## config.mk

```make
export PLATFORM = sky130hd
export DESIGN_NAME = ccr_flag_unit
export DESIGN_NICKNAME = d
export VERILOG_FILES = /design/src/rtl/ccr_pkg.sv /design/src/rtl/ccr_size_flags.sv /design/src/rtl/ccr_arith_flags.sv /design/src/rtl/ccr_reg_logic.sv /design/src/rtl/ccr_flag_unit.sv
export SDC_FILE = /design/constraint.sdc
export NUM_CORES = 1
export LEC_CHECK = 0
export BUFFER_PORTS_ARGS = -buffer_cell sky130_fd_sc_hd__buf_2
export CORE_ASPECT_RATIO = 1.2
export CORE_MARGIN = 2
export CORE_UTILIZATION = 40
export CTS_CLUSTER_SIZE = 8
export DETAILED_ROUTE_END_ITERATION = 10
export PLACE_DENSITY = 0.64
export RECOVER_POWER = 50
export SYNTH_ARGS = -nofsm -noshare
export SYNTH_HDL_FRONTEND = slang
export SYNTH_SLANG_ARGS = --single-unit
```

## constraint.sdc

```tcl
create_clock -name clk -period 3.43 [get_ports clk]
set_input_delay 0.686 -clock clk [delete_from_list [all_inputs] [get_ports clk]]
set_output_delay 0.686 -clock clk [all_outputs]
set_load 0.005 [all_outputs]
```

## src/rtl/ccr_pkg.sv

```systemverilog
package ccr_pkg;
  typedef enum logic [2:0] {
    OP_ADD  = 3'd0,
    OP_ADDX = 3'd1,
    OP_SUB  = 3'd2,
    OP_SUBX = 3'd3,
    OP_CMP  = 3'd4,
    OP_NEG  = 3'd5
  } arith_op_e;

  typedef enum logic [1:0] {
    RC_LOAD = 2'd0,
    RC_AND  = 2'd1,
    RC_OR   = 2'd2,
    RC_XOR  = 2'd3
  } reg_cmd_e;

  localparam int CCR_W  = 8;
  localparam int BIT_I  = 7;
  localparam int BIT_UI = 6;
  localparam int BIT_H  = 5;
  localparam int BIT_U  = 4;
  localparam int BIT_N  = 3;
  localparam int BIT_Z  = 2;
  localparam int BIT_V  = 1;
  localparam int BIT_C  = 0;

  typedef struct packed {
    logic h;
    logic n;
    logic z;
    logic v;
    logic c;
  } arith_flags_t;
endpackage

```

## src/rtl/ccr_size_flags.sv

```systemverilog
module ccr_size_flags #(
  parameter int W = 8
) (
  input  logic [W-1:0] a_i,
  input  logic [W-1:0] b_i,
  input  logic [W-1:0] res_i,
  input  logic         cin_i,
  input  logic         sub_i,
  output logic         h_o,
  output logic         n_o,
  output logic         zero_o,
  output logic         v_o,
  output logic         c_o
);
  localparam int HB = W - 4;

  logic [HB:0] lo_sum;
  logic [W-1:0] top_sum;
  logic [W:0] full_sum;

  // Each partial sum exposes its carry (or borrow, via wrap) in its top bit.
  always_comb begin
    if (sub_i) begin
      lo_sum   = {1'b0, a_i[HB-1:0]} - {1'b0, b_i[HB-1:0]} - {{HB{1'b0}}, cin_i};
      top_sum  = {1'b0, a_i[W-2:0]} - {1'b0, b_i[W-2:0]} - {{(W-1){1'b0}}, cin_i};
      full_sum = {1'b0, a_i} - {1'b0, b_i} - {{W{1'b0}}, cin_i};
    end else begin
      lo_sum   = {1'b0, a_i[HB-1:0]} + {1'b0, b_i[HB-1:0]} + {{HB{1'b0}}, cin_i};
      top_sum  = {1'b0, a_i[W-2:0]} + {1'b0, b_i[W-2:0]} + {{(W-1){1'b0}}, cin_i};
      full_sum = {1'b0, a_i} + {1'b0, b_i} + {{W{1'b0}}, cin_i};
    end
  end

  assign h_o    = lo_sum[HB];
  assign c_o    = full_sum[W];
  assign v_o    = full_sum[W] ^ top_sum[W-1];
  assign n_o    = res_i[W-1];
  assign zero_o = ~|res_i;
endmodule

```

## src/rtl/ccr_arith_flags.sv

```systemverilog
module ccr_arith_flags
  import ccr_pkg::*;
#(
  parameter int DW = 32
) (
  input  logic [2:0]    op_i,
  input  logic [1:0]    size_i,
  input  logic [DW-1:0] a_i,
  input  logic [DW-1:0] b_i,
  input  logic [DW-1:0] res_i,
  input  logic          c_prev_i,
  input  logic          z_prev_i,
  output arith_flags_t  flags_o
);
  localparam int NSZ    = 3;
  localparam int BYTE_W = DW / 4;

  logic is_sub, is_ext, cin;
  logic [DW-1:0] a_eff;
  logic [NSZ-1:0] h_s, n_s, z_s, v_s, c_s;

  always_comb begin
    is_ext = (op_i == OP_ADDX) || (op_i == OP_SUBX);
    is_sub = (op_i == OP_SUB) || (op_i == OP_SUBX) || (op_i == OP_CMP) || (op_i == OP_NEG);
    cin    = is_ext & c_prev_i;
    a_eff  = (op_i == OP_NEG) ? '0 : a_i;
  end

  for (genvar s = 0; s < NSZ; s++) begin : g_size
    localparam int W = BYTE_W << s;
    ccr_size_flags #(.W(W)) u_flags (
      .a_i   (a_eff[W-1:0]),
      .b_i   (b_i[W-1:0]),
      .res_i (res_i[W-1:0]),
      .cin_i (cin),
      .sub_i (is_sub),
      .h_o   (h_s[s]),
      .n_o   (n_s[s]),
      .zero_o(z_s[s]),
      .v_o   (v_s[s]),
      .c_o   (c_s[s])
    );
  end

  logic [1:0] sel;
  assign sel = (size_i == 2'd3) ? 2'd2 : size_i;

  always_comb begin
    flags_o.h = h_s[sel];
    flags_o.n = n_s[sel];
    flags_o.v = v_s[sel];
    flags_o.c = c_s[sel];
    flags_o.z = is_ext ? (z_prev_i & z_s[sel]) : z_s[sel];
  end
endmodule

```

## src/rtl/ccr_reg_logic.sv

```systemverilog
module ccr_reg_logic
  import ccr_pkg::*;
(
  input  logic [1:0]       cmd_i,
  input  logic [CCR_W-1:0] imm_i,
  input  logic [CCR_W-1:0] cur_i,
  output logic [CCR_W-1:0] nxt_o
);
  always_comb begin
    unique case (reg_cmd_e'(cmd_i))
      RC_LOAD: nxt_o = imm_i;
      RC_AND:  nxt_o = cur_i & imm_i;
      RC_OR:   nxt_o = cur_i | imm_i;
      default: nxt_o = cur_i ^ imm_i;
    endcase
  end
endmodule

```

## src/rtl/ccr_flag_unit.sv

```systemverilog
module ccr_flag_unit
  import ccr_pkg::*;
#(
  parameter int DW = 32
) (
  input  logic          clk,
  input  logic          rst_n,
  input  logic          exc_entry_i,
  input  logic          reg_en_i,
  input  logic [1:0]    reg_cmd_i,
  input  logic [7:0]    reg_imm_i,
  input  logic          arith_en_i,
  input  logic [2:0]    arith_op_i,
  input  logic [1:0]    arith_size_i,
  input  logic [DW-1:0] opnd_a_i,
  input  logic [DW-1:0] opnd_b_i,
  input  logic [DW-1:0] result_i,
  output logic [7:0]    ccr_o,
  output logic          irq_mask_o
);
  logic          mask_q;
  logic [BIT_I-1:0] low_q;
  logic [CCR_W-1:0] ccr_cur, reg_nxt, arith_nxt, ccr_nxt;
  arith_flags_t  af;

  assign ccr_cur = {mask_q, low_q};

  ccr_reg_logic u_reg (
    .cmd_i(reg_cmd_i),
    .imm_i(reg_imm_i),
    .cur_i(ccr_cur),
    .nxt_o(reg_nxt)
  );

  ccr_arith_flags #(.DW(DW)) u_arith (
    .op_i    (arith_op_i),
    .size_i  (arith_size_i),
    .a_i     (opnd_a_i),
    .b_i     (opnd_b_i),
    .res_i   (result_i),
    .c_prev_i(ccr_cur[BIT_C]),
    .z_prev_i(ccr_cur[BIT_Z]),
    .flags_o (af)
  );

  always_comb begin
    arith_nxt = ccr_cur;
    arith_nxt[BIT_H] = af.h;
    arith_nxt[BIT_N] = af.n;
    arith_nxt[BIT_Z] = af.z;
    arith_nxt[BIT_V] = af.v;
    arith_nxt[BIT_C] = af.c;

    if (exc_entry_i)     ccr_nxt = ccr_cur | (CCR_W'(1) << BIT_I);
    else if (reg_en_i)   ccr_nxt = reg_nxt;
    else if (arith_en_i) ccr_nxt = arith_nxt;
    else                 ccr_nxt = ccr_cur;
  end

  // Only the mask has a defined reset value.
  always_ff @(posedge clk or negedge rst_n) begin
    if (!rst_n) mask_q <= 1'b1;
    else        mask_q <= ccr_nxt[BIT_I];
  end

  always_ff @(posedge clk) begin
    low_q <= ccr_nxt[BIT_I-1:0];
  end

  assign ccr_o      = ccr_cur;
  assign irq_mask_o = mask_q;

  a_r2_exc_sets_mask: assert property (@(posedge clk) disable iff (!rst_n)
    exc_entry_i |=> (ccr_o[BIT_I] && ccr_o[BIT_I-1:0] == $past(ccr_o[BIT_I-1:0])));

  a_r3_load_wins: assert property (@(posedge clk) disable iff (!rst_n)
    (!exc_entry_i && reg_en_i && reg_cmd_i == 2'd0) |=> (ccr_o == $past(reg_imm_i)));

  a_r4_user_bits_kept: assert property (@(posedge clk) disable iff (!rst_n)
    (!exc_entry_i && !reg_en_i) |=>
      ($stable(ccr_o[BIT_I]) && $stable(ccr_o[BIT_UI]) && $stable(ccr_o[BIT_U])));

  a_r8_z_sticky: assert property (@(posedge clk) disable iff (!rst_n)
    (!exc_entry_i && !reg_en_i && arith_en_i && !ccr_o[BIT_Z] &&
     (arith_op_i == 3'd1 || arith_op_i == 3'd3)) |=> !ccr_o[BIT_Z]);

  a_r12_idle_hold: assert property (@(posedge clk) disable iff (!rst_n)
    (!exc_entry_i && !reg_en_i && !arith_en_i) |=> $stable(ccr_o));

  a_r1_mask_tracks: assert property (@(posedge clk) irq_mask_o == ccr_o[BIT_I]);
endmodule

```

==> results.tsv <==
stage	metric	value	unit
logic_synthesis	ys_seq_area_frac	0.0632	
floorplanning	core	0.00908	mm²
sta	finalCritPeriodShare	1.08	
sta	fmax	271	MHz
grt	grt_pass1_vias	4138	
critical_path	end_kind	flip-flop	
critical_path	timing.rr.end	low_q[1]	
sta	hold_viol_final	0	
layout	final_common_cell	buf_2	
placed_design	dp_hpwl	8.58	mm
logic_synthesis	ys_ff_latch	8	
detailed_routing	wl	11.1	mm
logic_synthesis	async_reset_ff_frac	0.125	
sta	finalSetupViolCount	3	
detailed_routing	wl_per_cell	13.2	µm
cts	cts_tree	done	
floorplanning	fp.dieArea	0.0101	mm²
floorplanning	die_h	110	µm
grt	antenna_found_initial	0	
placed_design	place.gp.congestion	0.875	
floorplanning	chipWidth	92.3	µm
placed_design	port_buffers	124	
floorplanning	num_rows	38	
layout	nFillCells	788	
cts	insertion_delay	230	ps
cts	cts.sink_count	8	
logic_synthesis	ys_warn_count	0	
detailed_routing	drc	0	
power	power_density	211	mW/mm²
cts	htree_levels	1	
detailed_routing	vias	4164	
status	status	complete, but fails checks	
sta	period_minus_slack	3690	ps
detailed_routing	wl_met3	492	µm
logic_synthesis	synth-edff-count	7	
detailed_routing	met2_length	5.87	mm
cts	cts_buffer_depth	2	
power	ir_drop	0.107	mV
sta	rsz0062_at_grt	true	
layout	fin_util	0.653	
status	violations	setup timing	
logic_synthesis	netlist.area_leader.share	0.365	
grt	grt.overflow.total	0	
logic_synthesis	synth_cell_type_count	55	
detailed_routing	met1Wirelength	4.54	mm
worst_hold_path	hp-class	in -> async	
sta	fin_worst_skew	3.29	ps
cts	clk_pin_slew	40	ps
floorplanning	num_io_pins	125	
logic_synthesis	synth_area_per_cell	7.44	µm²
power	p_total	1.25	mW
logic_synthesis	synthesis.area	0.00374	mm²
critical_path	required	3480	ps
detailed_routing	drt_iter0_markers	96	
grt	grt_max_degree	15	
cts	numCtsBuffers	3	
layout	num_antenna_cells	0	
detailed_routing	vias_per_cell	4.98	
layout	areaGrowthSynthToFinish	58.4	%
job	drv_cap	0	
sta	worst_pin_slew	573	ps
cts	cts_root_buf	clkbuf_8	
sta	finalWorstSetupSlack	-264	ps
critical_path	arrival	3740	ps
critical_path	critPathLaunchType	input pin	
floorplanning	initial_utilization	0.412	
power	p_leak	3.12	nW
logic_synthesis	syn_inst	503	
logic_synthesis	yosys.area.top_type	ha_1	
layout	finalNetCount	942	
detailed_routing	ant_nets	0	
detailed_routing	top_layer	met4	
logic_synthesis	synth_area_leaders	ha_1 (36%), inv_1 (12%), edfxtp_1 (5.6%)	
logic_synthesis	synth_flop_cell	edfxtp_1	
critical_path	worst-setup-path-type	in -> reg	
critical_path	reg2reg_depth	14	
logic_synthesis	synth_nets	728	
critical_path	r2r_slack	40	ps
critical_path	r2r_start	low_q[0]	
critical_path	crit_path_max_fanout	6	
grt	grt_pass1_wl	17.4	mm
detailed_routing	dr.pass1.iters	4	
layout	layout_common_cells	buf_2 (118), inv_1 (109), buf_4 (90)	
grt	track_usage	0.209	
sta	max_slew_margin	0.615	
sta	drv_slew	0	
layout	drive_gt1_frac	0.448	
[through the flow]
step	cell area (µm²)	TNS, ps	hold WS (ps)	instances	setup WS (ps)
after floorplan	3820	-144	516	503	-110
after global placement	5120	-973	520	817	-368
after detailed placement	5120	-1180	539	817	-483
after CTS	5800	-330	384	836	-207
after global routing	5930	-1150	383	836	-408
final	5930	-551	386	836	-264
[cell type report]
class                   instances  area, µm²  share of cell area
inverters                     121        457              0.0771
well taps                     120        150              0.0253
repair buffers                219       1430               0.241
clock buffers                   4       45.0             0.00760
multi-input cells             364       3610               0.609
flip-flops and latches          8        236              0.0399
[Yosys cell counts, types with 2 or more instances]
library cell	number
a211o_1	2
a21boi_0	2
a21o_1	9
a21oi_1	31
a221oi_1	2
a311oi_1	2
a31oi_1	4
and2_1	3
and3_1	2
buf_4	3
clkbuf_1	7
edfxtp_1	7
ha_1	109
inv_1	121
mux2i_1	3
mux4_2	7
nand2_1	50
nand2b_1	5
nand3_1	6
nand3b_1	3
nand4_1	7
nor2_1	32
nor2b_1	3
nor3_1	7
nor4_1	11
o211a_1	2
o211ai_1	4
o21ai_0	15
o21ai_1	2
o21bai_1	3
o22ai_1	2
o2bb2ai_1	2
o311ai_0	2
o31ai_1	2
xnor2_1	10
xor2_1	2
[metal layers]
layer  vias to the layer above  track usage
met2                       116        0.435
met1                      1900        0.224
met5                         -            0
met4                         0       0.0501
li1                       2134            -
met3                        14       0.0199
[power by group]
part	internal [mW]	total (mW)	switching, mW
registers	0.119	0.126	0.00684
clock network	0.0805	0.117	0.0369
logic	0.534	1.01	0.476
total	0.733	1.25	0.520
[cell families after synthesis]
kind of cell             after synthesis  share of synthesized area
AND/OR/NAND/NOR                      135                      0.175
buffers and inverters                131                      0.134
adder cells (fa/ha/maj)              109                      0.365
AO/OA/AOI/OAI                         98                      0.185
XOR/XNOR                              12                     0.0281
multiplexers                          10                     0.0502
flip-flops                             8                     0.0632
[registers in the layout, indices dropped and copies added (netlist names)]
register and flops:
low_q 7, irq_mask_o 1
[timing repair]
item	CTS	global route
hold buffers	0	0
resized for setup	83	25
buffers inserted	12	1
setup endpoints to repair	3	3
gates cloned	3	0
pin swaps	22	22
[worst max-delay path by stage]
| stage | from | to |
|---|---|---|
| after floorplan | arith_op_i[1] | low_q[1] |
| after global placement | arith_op_i[2] | low_q[1] |
| after detailed placement | arith_op_i[1] | low_q[1] |
| after CTS | arith_op_i[1] | low_q[1] |
| after global routing | arith_op_i[1] | low_q[1] |
| final | arith_op_i[1] | low_q[1] |
[worst max-delay path, cell delays in order]
cell and delay, ps:
buf_6 90, nand3b_4 180, buf_12 160, buf_16 140, nand2_1 130, ha_4 230
inv_2 80, ha_4 200, a21o_1 170, a21o_1 180, a21oi_2 190, o22ai_2 120
o41ai_2 380, mux2i_1 280, a21oi_2 90, xor2_1 160, a311oi_1 270
No activity file was read; power rests on OpenSTA's default activity.
